**src/rtl/iopt_pkg.sv**
```systemverilog
package iopt_pkg;

   // Page size code reported with each result
   typedef enum logic [1:0] {
      PG_4K  = 2'd0,
      PG_64K = 2'd1,
      PG_1M  = 2'd2,
      PG_16M = 2'd3
   } pg_size_e;

   // Classification of a fetched descriptor
   typedef enum logic [1:0] {
      DK_FAULT = 2'd0,
      DK_TABLE = 2'd1,
      DK_LEAF  = 2'd2
   } desc_kind_e;

   typedef enum logic [2:0] {
      ST_IDLE    = 3'd0,
      ST_L1_REQ  = 3'd1,
      ST_L1_WAIT = 3'd2,
      ST_L2_REQ  = 3'd3,
      ST_L2_WAIT = 3'd4,
      ST_DONE    = 3'd5
   } walk_st_e;

   // Low two bits of a descriptor
   localparam logic [1:0] ENC_L1_TABLE = 2'b01;
   localparam logic [1:0] ENC_L1_BLOCK = 2'b10;
   localparam logic [1:0] ENC_L2_SMALL = 2'b10;
   localparam logic [1:0] ENC_L2_LARGE = 2'b01;

endpackage

```
**src/rtl/iopt_addr_gen.sv**
```systemverilog
module iopt_addr_gen #(
   parameter int ADDR_W = 32,
   parameter int L1_LSB = 20,
   parameter int L2_LSB = 12
) (
   input  logic              lvl2,
   input  logic [ADDR_W-1:0] root,
   input  logic [ADDR_W-1:0] va,
   input  logic [ADDR_W-1:0] l1_desc,
   output logic [ADDR_W-1:0] rd_addr
);
   localparam int BYTE_LOG2 = $clog2(ADDR_W / 8);
   localparam int L1_IDX_W  = ADDR_W - L1_LSB;
   localparam int L2_IDX_W  = L1_LSB - L2_LSB;
   localparam int L1_ALIGN  = L1_IDX_W + BYTE_LOG2;
   localparam int L2_ALIGN  = L2_IDX_W + BYTE_LOG2;

   logic [ADDR_W-1:0] l1_addr;
   logic [ADDR_W-1:0] l2_addr;

   // First level: root aligned to the table size, indexed by the top bits
   assign l1_addr = {root[ADDR_W-1:L1_ALIGN], va[ADDR_W-1:L1_LSB], {BYTE_LOG2{1'b0}}};
   // Second level: table pointer with its low bits dropped, indexed by the middle bits
   assign l2_addr = {l1_desc[ADDR_W-1:L2_ALIGN], va[L1_LSB-1:L2_LSB], {BYTE_LOG2{1'b0}}};

   assign rd_addr = lvl2 ? l2_addr : l1_addr;

endmodule

```
**src/rtl/iopt_desc_decode.sv**
```systemverilog
module iopt_desc_decode
   import iopt_pkg::*;
#(
   parameter int ADDR_W    = 32,
   parameter int L1_LSB    = 20,
   parameter int L2_LSB    = 12,
   parameter int REPL_LOG2 = 4,
   parameter int SUPER_BIT = 18
) (
   input  logic              lvl2,
   input  logic [ADDR_W-1:0] desc,
   input  logic [ADDR_W-1:0] va,
   output desc_kind_e        kind,
   output logic [ADDR_W-1:0] pa,
   output pg_size_e          size
);
   localparam int SUPER_LSB = L1_LSB + REPL_LOG2;
   localparam int LARGE_LSB = L2_LSB + REPL_LOG2;

   localparam logic [ADDR_W-1:0] OFS_SECT  = {ADDR_W{1'b1}} >> (ADDR_W - L1_LSB);
   localparam logic [ADDR_W-1:0] OFS_SUPER = {ADDR_W{1'b1}} >> (ADDR_W - SUPER_LSB);
   localparam logic [ADDR_W-1:0] OFS_SMALL = {ADDR_W{1'b1}} >> (ADDR_W - L2_LSB);
   localparam logic [ADDR_W-1:0] OFS_LARGE = {ADDR_W{1'b1}} >> (ADDR_W - LARGE_LSB);

   desc_kind_e        cand_kind [2];
   logic [ADDR_W-1:0] cand_pa   [2];
   pg_size_e          cand_size [2];

   for (genvar lv = 0; lv < 2; lv++) begin : g_lvl
      if (lv == 0) begin : g_first
         always_comb begin
            cand_kind[lv] = DK_FAULT;
            cand_pa[lv]   = '0;
            cand_size[lv] = PG_4K;
            unique case (desc[1:0])
               ENC_L1_TABLE: cand_kind[lv] = DK_TABLE;
               ENC_L1_BLOCK: begin
                  cand_kind[lv] = DK_LEAF;
                  if (desc[SUPER_BIT]) begin
                     cand_pa[lv]   = (desc & ~OFS_SUPER) | (va & OFS_SUPER);
                     cand_size[lv] = PG_16M;
                  end else begin
                     cand_pa[lv]   = (desc & ~OFS_SECT) | (va & OFS_SECT);
                     cand_size[lv] = PG_1M;
                  end
               end
               default: cand_kind[lv] = DK_FAULT;
            endcase
         end
      end else begin : g_second
         always_comb begin
            cand_kind[lv] = DK_FAULT;
            cand_pa[lv]   = '0;
            cand_size[lv] = PG_4K;
            unique case (desc[1:0])
               ENC_L2_SMALL: begin
                  cand_kind[lv] = DK_LEAF;
                  cand_pa[lv]   = (desc & ~OFS_SMALL) | (va & OFS_SMALL);
                  cand_size[lv] = PG_4K;
               end
               ENC_L2_LARGE: begin
                  cand_kind[lv] = DK_LEAF;
                  cand_pa[lv]   = (desc & ~OFS_LARGE) | (va & OFS_LARGE);
                  cand_size[lv] = PG_64K;
               end
               default: cand_kind[lv] = DK_FAULT;
            endcase
         end
      end
   end

   assign kind = cand_kind[lvl2];
   assign pa   = cand_pa[lvl2];
   assign size = cand_size[lvl2];

endmodule

```
**src/rtl/iopt_ctrl.sv**
```systemverilog
module iopt_ctrl
   import iopt_pkg::*;
#(
   parameter int ADDR_W = 32
) (
   input  logic              clk,
   input  logic              rst_n,
   input  logic              req_valid,
   input  logic [ADDR_W-1:0] req_addr,
   input  logic [ADDR_W-1:0] tbl_base,
   input  logic              mem_rd_ready,
   input  logic              mem_rsp_valid,
   input  logic [ADDR_W-1:0] mem_rsp_data,
   input  logic              res_ack,
   input  desc_kind_e        dec_kind,
   input  logic [ADDR_W-1:0] dec_pa,
   input  pg_size_e          dec_size,
   output logic              req_ready,
   output logic              rd_req,
   output logic              lvl2,
   output logic [ADDR_W-1:0] va_q,
   output logic [ADDR_W-1:0] root_q,
   output logic [ADDR_W-1:0] l1_desc_q,
   output logic              done,
   output logic [ADDR_W-1:0] pa_q,
   output pg_size_e          size_q,
   output logic              fault_q,
   output logic [ADDR_W-1:0] fault_addr_q
);
   walk_st_e st_q, st_d;
   logic     rsp_take;

   assign rsp_take = mem_rsp_valid && (st_q == ST_L1_WAIT || st_q == ST_L2_WAIT);

   always_comb begin
      st_d = st_q;
      unique case (st_q)
         ST_IDLE:    if (req_valid) st_d = ST_L1_REQ;
         ST_L1_REQ:  if (mem_rd_ready) st_d = ST_L1_WAIT;
         ST_L2_REQ:  if (mem_rd_ready) st_d = ST_L2_WAIT;
         ST_L1_WAIT: if (mem_rsp_valid) st_d = (dec_kind == DK_TABLE) ? ST_L2_REQ : ST_DONE;
         ST_L2_WAIT: if (mem_rsp_valid) st_d = ST_DONE;
         ST_DONE:    if (res_ack) st_d = ST_IDLE;
         default:    st_d = ST_IDLE;
      endcase
   end

   always_ff @(posedge clk or negedge rst_n) begin
      if (!rst_n) begin
         st_q         <= ST_IDLE;
         va_q         <= '0;
         root_q       <= '0;
         l1_desc_q    <= '0;
         pa_q         <= '0;
         size_q       <= PG_4K;
         fault_q      <= 1'b0;
         fault_addr_q <= '0;
      end else begin
         st_q <= st_d;
         if (st_q == ST_IDLE && req_valid) begin
            va_q   <= req_addr;
            root_q <= tbl_base;
         end
         if (rsp_take) begin
            unique case (dec_kind)
               DK_TABLE: l1_desc_q <= mem_rsp_data;
               DK_LEAF: begin
                  pa_q         <= dec_pa;
                  size_q       <= dec_size;
                  fault_q      <= 1'b0;
                  fault_addr_q <= '0;
               end
               default: begin
                  pa_q         <= '0;
                  size_q       <= PG_4K;
                  fault_q      <= 1'b1;
                  fault_addr_q <= va_q;
               end
            endcase
         end
      end
   end

   assign req_ready = (st_q == ST_IDLE);
   assign rd_req    = (st_q == ST_L1_REQ) || (st_q == ST_L2_REQ);
   assign lvl2      = (st_q == ST_L2_REQ) || (st_q == ST_L2_WAIT);
   assign done      = (st_q == ST_DONE);

endmodule

```
**src/rtl/iopt_walker.sv**
```systemverilog
module iopt_walker
   import iopt_pkg::*;
#(
   parameter int ADDR_W    = 32,
   parameter int L1_LSB    = 20,
   parameter int L2_LSB    = 12,
   parameter int REPL_LOG2 = 4,
   parameter int SUPER_BIT = 18
) (
   input  logic              clk,
   input  logic              rst_n,
   input  logic              req_valid,
   output logic              req_ready,
   input  logic [ADDR_W-1:0] req_addr,
   input  logic [ADDR_W-1:0] tbl_base,
   output logic              mem_rd_valid,
   input  logic              mem_rd_ready,
   output logic [ADDR_W-1:0] mem_rd_addr,
   input  logic              mem_rsp_valid,
   input  logic [ADDR_W-1:0] mem_rsp_data,
   output logic              res_valid,
   input  logic              res_ack,
   output logic [ADDR_W-1:0] res_pa,
   output logic [1:0]        res_size,
   output logic              res_fault,
   output logic [ADDR_W-1:0] res_fault_addr
);
   // Elaboration-time parameter checks
   if (ADDR_W % 8 != 0 || ADDR_W < 16) begin : g_bad_addr_w
      $error("ADDR_W must be a whole number of bytes, 16 or more");
   end
   if (L2_LSB + REPL_LOG2 >= L1_LSB) begin : g_bad_l2_split
      $error("second-level span must exceed the replicated large page");
   end
   if (L1_LSB + REPL_LOG2 > ADDR_W) begin : g_bad_super
      $error("supersection span exceeds the address width");
   end
   if (SUPER_BIT < 2 || SUPER_BIT >= L1_LSB) begin : g_bad_flag
      $error("SUPER_BIT must sit between the type field and the section base");
   end

   logic              lvl2;
   logic [ADDR_W-1:0] va_q;
   logic [ADDR_W-1:0] root_q;
   logic [ADDR_W-1:0] l1_desc_q;
   logic [ADDR_W-1:0] pa_q;
   logic [ADDR_W-1:0] fault_addr_q;
   logic [ADDR_W-1:0] dec_pa;
   logic              fault_q;
   logic              done;
   desc_kind_e        dec_kind;
   pg_size_e          dec_size;
   pg_size_e          size_q;

   iopt_ctrl #(.ADDR_W(ADDR_W)) u_ctrl (
      .clk          (clk),
      .rst_n        (rst_n),
      .req_valid    (req_valid),
      .req_addr     (req_addr),
      .tbl_base     (tbl_base),
      .mem_rd_ready (mem_rd_ready),
      .mem_rsp_valid(mem_rsp_valid),
      .mem_rsp_data (mem_rsp_data),
      .res_ack      (res_ack),
      .dec_kind     (dec_kind),
      .dec_pa       (dec_pa),
      .dec_size     (dec_size),
      .req_ready    (req_ready),
      .rd_req       (mem_rd_valid),
      .lvl2         (lvl2),
      .va_q         (va_q),
      .root_q       (root_q),
      .l1_desc_q    (l1_desc_q),
      .done         (done),
      .pa_q         (pa_q),
      .size_q       (size_q),
      .fault_q      (fault_q),
      .fault_addr_q (fault_addr_q)
   );

   iopt_addr_gen #(
      .ADDR_W(ADDR_W), .L1_LSB(L1_LSB), .L2_LSB(L2_LSB)
   ) u_agen (
      .lvl2   (lvl2),
      .root   (root_q),
      .va     (va_q),
      .l1_desc(l1_desc_q),
      .rd_addr(mem_rd_addr)
   );

   iopt_desc_decode #(
      .ADDR_W(ADDR_W), .L1_LSB(L1_LSB), .L2_LSB(L2_LSB),
      .REPL_LOG2(REPL_LOG2), .SUPER_BIT(SUPER_BIT)
   ) u_dec (
      .lvl2(lvl2),
      .desc(mem_rsp_data),
      .va  (va_q),
      .kind(dec_kind),
      .pa  (dec_pa),
      .size(dec_size)
   );

   assign res_valid      = done;
   assign res_pa         = pa_q;
   assign res_size       = size_q;
   assign res_fault      = fault_q;
   assign res_fault_addr = fault_addr_q;

endmodule

```
**config.mk**
```make
export PLATFORM = sky130hd
export DESIGN_NAME = iopt_walker
export DESIGN_NICKNAME = d
export VERILOG_FILES = /design/src/rtl/iopt_pkg.sv /design/src/rtl/iopt_addr_gen.sv /design/src/rtl/iopt_desc_decode.sv /design/src/rtl/iopt_ctrl.sv /design/src/rtl/iopt_walker.sv
export SDC_FILE = /design/constraint.sdc
export NUM_CORES = 1
export LEC_CHECK = 0
export BUFFER_PORTS_ARGS = -buffer_cell sky130_fd_sc_hd__buf_2
export CAP_MARGIN = 30
export CORE_AREA = 2 2 110 112
export CTS_CLUSTER_SIZE = 14
export DETAILED_ROUTE_END_ITERATION = 8
export DIE_AREA = 0 0 112 114
export PLACE_DENSITY = 0.85
export SLEW_MARGIN = 25
export SYNTH_ARGS = -nofsm -noshare
export SYNTH_HDL_FRONTEND = slang
export SYNTH_SLANG_ARGS = --single-unit
```
**constraint.sdc**
```tcl
create_clock -name clk -period 3.9 [get_ports clk]
set_input_delay 0.195 -clock clk [delete_from_list [all_inputs] [get_ports clk]]
set_output_delay 0.195 -clock clk [all_outputs]
set_load 0.02 [all_outputs]
```
==> results of run 1 <==
==> synthesized netlist by cell type (all sizes together) (2+ instances only) <==
master	instances	share of area, %
dfrtp	142	58
mux2	102	19
a22o	32	4.6
o2bb2ai	29	4.1
buf	25	2.4
nand3	21	1.7
clkbuf	11	0.67
a22oi	9	1.1
nor2	8	0.49
nand2	7	0.43
nor2b	6	0.61
o21ai	6	0.55
a21boi	5	0.61
nand2b	5	0.51
a221o	4	0.65
a32oi	4	0.57
a21oi	3	0.25
ha	3	0.61
inv	3	0.18
nor3	3	0.41
and2	2	0.20
==> registers in the layout, indices dropped and copies added, names as in the netlist <==
| register | flops |
|---|---|
| u_ctrl.pa_q | 32 |
| u_ctrl.va_q | 32 |
| u_ctrl.size_q | 2 |
| u_ctrl.st_q | 3 |
| u_ctrl.l1_desc_q | 22 |
| u_ctrl.fault_addr_q | 32 |
| u_ctrl.root_q | 18 |
| u_ctrl.fault_q | 1 |
==> worst register-to-register path, cell delays in order, from the launching register on <==
cell,delay [ns]
dfrtp_1,0.51
nor3_1,0.35
and2_2,0.76
buf_4,0.43
mux2_2,0.39
==> worst max-delay path by stage <==
stage / to / slack (ns) / depth (start not counted)
floorplan: u_ctrl.root_q[31] / 1.87 / 6
global placement: u_ctrl.fault_addr_q[5] / 1.37 / 9
detailed placement: u_ctrl.fault_addr_q[10] / 1.29 / 9
CTS: mem_rd_addr[3] / 0.91 / 4
global route: mem_rd_addr[31] / 1.11 / 4
finish: mem_rd_addr[8] / 1.20 / 4
==> per-layer routing <==
metal	up-vias	GRT usage, %	part of all wire, %
met5	-	0	0
met4	0	12.6	2.5
met3	27	7.23	6.9
met2	183	41.9	49
met1	2358	31.2	41
li1	2074	-	-
==> area by class of cell <==
type	count	area share (%)
clock buffers	21	5.46
clock inverters	11	2.06
inverters	3	0.139
multi-input cells	265	29.7
flip-flops and latches	142	44.0
well taps	147	2.28
repair buffers	223	16.4
==> power groups by stage <==
stage	clock (mW)	combinational (mW)	sequential [mW]
5_1_grt	1.76	2.91	2.65
2_1_floorplan	0	1.65	2.73
4_1_cts	1.70	2.74	2.56
3_3_place_gp	0	2.63	2.53
6_report	1.66	2.73	2.57
3_5_place_dp	0	2.71	2.57
==> kinds of logic after synthesis <==
logic type,Yosys count,share of synthesized area (%)
other,1,0.0612
buffers and inverters,39,3.27
adder cells (fa/ha/maj),3,0.613
AND/OR/NAND/NOR,58,5.33
flip-flops,142,58.0
AO/OA/AOI/OAI,99,13.8
multiplexers,103,18.9
==> per-stage QoR <==
| step | area, sq um | setup WS [ns] |
|---|---|---|
| 2_1_floorplan | 6130 | 1.87 |
| 4_1_cts | 8070 | 0.914 |
| 6_report | 8070 | 1.20 |
| 5_1_grt | 8070 | 1.11 |
| 3_3_place_gp | 7100 | 1.37 |
| 3_5_place_dp | 7100 | 1.29 |
==> results.md, run 1 <==
* Status: finished clean
* Commonest non-fill, non-tap cells in the layout: buf_2, dfrtp_1, mux2_2
* Logic pwr share at 39.3%
* Slowest stage cell, crit path: dfrtp_1
* Hold path depth at 2
* Final setup vio count at 0
* Crit path capture type: output pin
* # IOs at approximately 200
* Hold buffers post-CTS at 36
* Die X-Extent at 112 um
* H-tree Lvls at 4
* CTS root buffer: clkbuf_16
* Fin. max-slew vios at 0
* Cell Rows at 40
* CP arrival at 2.51 ns
* Worst reg2reg path depth at 4
* Register area at 3550 sq um
* Share of cells above drive strength 1 at 47.8%
* Critical Path Fanout Max at 40
* DP Cell Count at 744
* First-pass GRT wire length at 25000 um
* Gr ovfl total at 0
* Hold Fails Final Rpt at 0
* Clock Skews at 0.0151 ns
* DRT antenna net count at 0
* Sequential-to-total area share from yosys stat at between 50 and 60%
* Yosys reg bits at 142
* CP bufs+invs at 1
* Syn_area_per_cell at 13.8 sq um
* Hold Path Class: in2reg
* Cell Pwr Density at between 800 and 900 nW/um^2
* N_diodes at 0
* Initial antenna violation count at 0
* WL final at about 16000 um
* R2r setup slk at 1.34 ns
* Cell Area, Synth at 6120 sq um
* Most used DFF post-synth: dfrtp_1
* Worst Setup SP: u_ctrl.st_q[2]
* Asr flop ratio synth at 100%
* Int Power at roughly 4.4 mW
* Fillcell total at 826
* Worst path required time at around 3.7 ns
* Max Root-Sink Buffers at 2
* Die area at 12800 sq um
* Number of enable flip-flop cells after synthesis at 0
* # port buffers at 179
* Clock transition at the registers of the reported paths at 0.06 ns
* Max cap viols at 0
* Utilization after layout at 68.9%
* Insertion delay to the later sink of the worst-skew pair at around 0.43 ns
* Final nets at around 760
* CTS tree: done
* Relative max-transition margin at 43.5%
* # DRC at 0
* Commonest non-fill, non-tap cell in the layout: buf_2
* Hold Path End: u_ctrl.root_q[16]
* Final worst path period share at 69.2%
* Vias in the first global route at approximately 4800
* Min Hold Slack at 0.00304 ns
* Critical setup path kind: reg2out
* Worst flop-to-flop path endpoint: u_ctrl.root_q[21]
* GP Congestion at 0.824
* Cts repair resizes at 0
* Switching power at 2.56 mW
* Leak at 3.87 nW
* Total negative slack at 0 ns
* # Post-CTS Setup Buffers at 0
* Max Freq at 370 MHz
* VDD IR max at around 0.49 mV
* Reg2reg start: u_ctrl.st_q[1]
* Clk pwr share at 23.9%
* Avg WL per Cell at 19.4 um
* Pin count of the biggest net entering global routing at 73
* Die height at 114 um
* Post-Syn Instances at about 450
* Clk sink count at 142
* Total Routing Usage GR at 25.5%
* Synth warn at 0
* Hold_sp: tbl_base[16]
* Cts bufs inserted at 17
* Min Tclk post-route at about 2.7 ns
* RSZ-0062 raised after global routing: no
* CP Launch Type: flop
* CP max stage delay at 0.56 ns
* Critical path's top delay family: simple AND/OR/NAND/NOR gates
* Switching Share at 36.9%
* Worst slew pin tran at 0.848 ns
* Synthesis-to-finish area growth at 31.8%
* Core Area at 11700 sq um
* Initial DRC count at 399
* Vias after detailed routing at around 4600
* Pre-Repair DR Iteration Count at 5
* Multi-input logic area at 2390 sq um
* Total power at 6.96 mW
* Initial Utilization at 52.3%
* Non-filler instance count after layout at 812
* Cell variety after synth at 40
* Via density at 5.72
* Sequential Power Share at 36.9%
* Post-DP HPWL at around 10000 um
* CP Cell Sequence: or3b_1, nand2_4, mux2_2, buf_2
Note: power is estimated with default switching activity, not from simulation.
==> run 2, diff against run 1 <==
--- a/config.mk
+++ b/config.mk
@@ -5,13 +5,14 @@
 export SDC_FILE = /design/constraint.sdc
 export NUM_CORES = 1
 export LEC_CHECK = 0
+export ABC_AREA = 1
 export BUFFER_PORTS_ARGS = -buffer_cell sky130_fd_sc_hd__buf_2
 export CAP_MARGIN = 30
-export CORE_AREA = 2 2 110 112
+export CORE_AREA = 2 2 120 122
 export CTS_CLUSTER_SIZE = 14
 export DETAILED_ROUTE_END_ITERATION = 8
-export DIE_AREA = 0 0 112 114
-export PLACE_DENSITY = 0.85
+export DIE_AREA = 0 0 122 124
+export PLACE_DENSITY = 0.81
 export SLEW_MARGIN = 25
 export SYNTH_ARGS = -nofsm -noshare
 export SYNTH_HDL_FRONTEND = slang
==> constraint.sdc (replaced) <==
create_clock -name clk -period 2.7 [get_ports clk]
set_input_delay 0.135 -clock clk [delete_from_list [all_inputs] [get_ports clk]]
set_output_delay 0.135 -clock clk [all_outputs]
set_load 0.02 [all_outputs]
==> run 2 against run 1 <==
Effect of this change: sequential power increased by 45%; die area rose by 18%; non-clock buffer count rose by 40; worst hold slack improved by 0.0056 ns; synthesized area is 15% higher; routed wire length up 35%; design area increased by 15%; via count rose by 56%; largest power group unchanged.
==> results.md, run 2 <==
* Status: finished clean
* Die height at 124 um (+8.8%)
* CTS root buffer: clkbuf_16
* CP Launch Type: flop
* Core Area at 13700 sq um (+17%)
* Clk sink count at 142 (unchanged)
* Grt peak-use layer: met2
* CP arrival at 2.39 ns (-0.12 ns)
* Simple-Gate Fraction of Synth Area at 37.4% (+32 points)
* Hold Fails Final Rpt at 0 (unchanged)
* Die area at 15100 sq um (+18%)
* Synthesis-to-finish area growth at 31.3%
* Cts bufs inserted at 17 (unchanged)
* Worst path required time at 2.57 ns (-1.13 ns)
* GP Congestion at 0.800 (-3.0%)
* # IOs at 204 (unchanged)
* Post-synthesis adder-cell area fraction at 0.532% (-0.080 points)
* # Post-CTS Setup Buffers at 0 (unchanged)
* Switching power at 4.69 mW (+83%)
* Cell Rows at 43 (+7.5%)
* Die X-Extent at 122 um (+8.9%)
* Initial antenna violation count at 0 (unchanged)
* # port buffers at 179 (unchanged)
* Vias after detailed routing at 7226 (+56%)
* Final setup vio count at 0 (unchanged)
* Clk pwr share at 21.3% (-2.6 points)
* Crit path capture type: output pin
* Hold Path Class: in2reg
* DRT antenna net count at 0 (unchanged)
* Largest family of logic cells by synthesized area: simple AND/OR/NAND/NOR gates
* Hold_sp: mem_rsp_data[17]
* Xor/xnor cell area share of the yosys netlist at 0% (unchanged)
* Met1 Use GR at 36.8% (+5.6 points)
* Leak at 5.29 nW (+37%)
* Non-filler instance count after layout at 1368 (+68%)
* Relative max-transition margin at 52.8% (+9.3 points)
* Yosys reg bits at 142 (unchanged)
* Insertion delay to the later sink of the worst-skew pair at 0.42 ns (about the same)
* Fin. max-slew vios at 0 (unchanged)
* Synth Area in Compound Gates at 5.39% (-8.4 points)
* Synth area leader: dfrtp_1
* Top-count cell post-synth: nand2_1
* Commonest non-fill, non-tap cell in the layout: nand2_1
* Max Root-Sink Buffers at 2 (unchanged)
* H-tree Lvls at 4 (unchanged)
* WL final at 21300 um (+35%)
* Int Power at 5.98 mW (+36%)
* CTS tree: done
* Commonest non-fill, non-tap cells in the layout: nand2_1, buf_2, dfrtp_1
* Max cap viols at 0 (unchanged)
* Pre-Repair DR Iteration Count at 6 (+1)
* Met2 GRT Util at 48.1% (+6.3 points)
* Post-synth top area share at 50.4% (-7.6 points)
* Syn_area_per_cell at 7.38 sq um (-46%)
* # DRC at 0 (unchanged)
* N_diodes at 0 (unchanged)
* Via density at 5.28 (-7.6%)
* Clock Skews at 0.00841 ns (-0.00671 ns)
* Post-DP HPWL at 13300 um (+28%)
* Top cells by area, synth: dfrtp_1, nand2_1, nand3_1, o21ai_2, clkbuf_1
* VDD IR max at 0.665 mV (+35%)
* Asr flop ratio synth at 100% (unchanged)
* Multiplexer share of the synthesized area at 0% (-19 points)
* First-pass GRT wire length at 33500 um (+34%)
* Logic pwr share at 43.8% (+4.5 points)
* Critical Path Fanout Max at 57 (+43%)
* Reg2reg start: u_ctrl.st_q[0]
* Total Routing Usage GR at 28.9% (+3.5 points)
* Worst flop-to-flop path endpoint: u_ctrl.fault_addr_q[25]
* Final nets at 1281 (+69%)
* Hold path depth at 3 (+1)
* Post-Syn Instances at 956 (+110%)
* Max Freq at 396 MHz
* M3 GR Usage at 6.04% (-1.2 points)
* Top flop regs: u_ctrl.fault_addr_q (32), u_ctrl.pa_q (32), u_ctrl.va_q (32)
* Total power at 10.7 mW (+53%)
* Min Tclk post-route at 2.53 ns
* Cell variety after synth at 22 (-45%)
* Number of enable flip-flop cells after synthesis at 0 (unchanged)
* Synth warn at 0 (unchanged)
* Vias in the first global route at 6679 (+39%)
* Worst slew pin tran at 0.707 ns (-0.140 ns)
* Cell Area, Synth at 7050 sq um (+15%)
* Final worst path period share at 93.6%
* Share of cells above drive strength 1 at 21.6% (-26 points)
* RSZ-0062 raised after global routing: no
* Avg WL per Cell at 15.6 um (-20%)
* Total negative slack at 0 ns (unchanged)
* R2r setup slk at 0.48 ns (-0.86 ns)
* Post-synth top cells: nand2_1, dfrtp_1, nand3_1
* Sequential-to-total area share from yosys stat at 50.4% (-7.6 points)
* Worst Setup SP: u_ctrl.st_q[2]
* Most used DFF post-synth: dfrtp_1
* Sequential Power Share at 34.9% (-2.0 points)
* Switching Share at 44.0% (+7.1 points)
* Initial DRC count at 675 (+69%)
* Gr ovfl total at 0 (unchanged)
* Cell Pwr Density at 1150 nW/um^2 (+34%)
* Pin count of the biggest net entering global routing at 66 (-9.6%)
* Initial Utilization at 51.4% (-0.91 points)
* Worst reg2reg path depth at 7 (+3)
* Critical setup path kind: reg2out
* Clock transition at the registers of the reported paths at 0.06 ns (about the same)
* Fillcell total at 1107 (+34%)
* Hold Path End: u_ctrl.l1_desc_q[17]
* DP Cell Count at 1269 (+71%)
[run 2: cell count changes in the layout (fill, tap and decap cells not counted), sizes merged, moves of 23 or more]
cell         change
nand2          +522
mux2           -102
nand3           +76
o21ai           +55
a22o            -32
dlygate4sd3     +32
o2bb2ai         -29
inv             +23
[run 2: how the worst max path moves through the flow]
stage                            to  slack [ns]  depth (start not counted)
floorplan           mem_rd_addr[10]        1.20                          7
global placement    u_ctrl.pa_q[25]        0.57                          9
detailed placement  u_ctrl.pa_q[28]        0.52                          9
CTS                 mem_rd_addr[25]        0.10                          7
global route        mem_rd_addr[24]        0.03                          7
finish              mem_rd_addr[24]        0.17                          7
[run 2: final cells by class]
cell class	instances	area [sq um]	share of cell area (%)
clock buffers	25	485	5.24
clock inverters	6	83.8	0.905
inverters	26	103	1.11
multi-input cells	726	3080	33.2
flip-flops and latches	142	3550	38.4
well taps	180	225	2.43
repair buffers	263	1730	18.7
[run 2: through the flow]
stage                     area, sq um  util, %  hold slack, ns  setup slack, ns
after floorplan                  7050        -          -0.161             1.20
after global placement           8000     58.3          0.0839            0.568
after detailed placement         8000     58.3          0.0900            0.520
after CTS                        9240     67.4         0.00887            0.105
after global routing             9260     67.5          0.0175           0.0289
final                            9260     67.5         0.00868            0.172
[run 2: worst max-delay path, cell delays in order (launching register included)]
cell,delay [ns]
dfrtp_1,0.41
inv_1,0.14
nand3_2,0.33
nand2_2,0.24
clkbuf_8,0.41
nand2_1,0.13
nand2_1,0.12
buf_2,0.17
[run 2: repair_timing]
action / CTS / global route
gates resized for setup: 0 / 4
endpoints found under the setup margin: 0 / 30
hold buffers: 67 / 1
endpoints found under the hold margin: 109 / 1
[run 2: power groups by stage]
stage | combinational (mW) | clock [mW] | sequential (mW)
after floorplan | 2.70 | 0 | 4.05
after global placement | 4.42 | 0 | 3.70
after detailed placement | 4.53 | 0 | 3.72
after CTS | 4.62 | 2.30 | 3.70
after global routing | 5.17 | 2.40 | 3.82
final | 4.67 | 2.28 | 3.72
[run 2: cells by family after synthesis]
group / after synthesis
AND/OR/NAND/NOR: 660
flip-flops: 142
buffers and inverters: 89
AO/OA/AOI/OAI: 61
adder cells (fa/ha/maj): 3
other: 1
[run 2: metal layers]
metal,share of wire (%),wire [um]
met5,0,0
met4,3.1,664
met3,8.2,1750
met2,49,10400
met1,40,8460
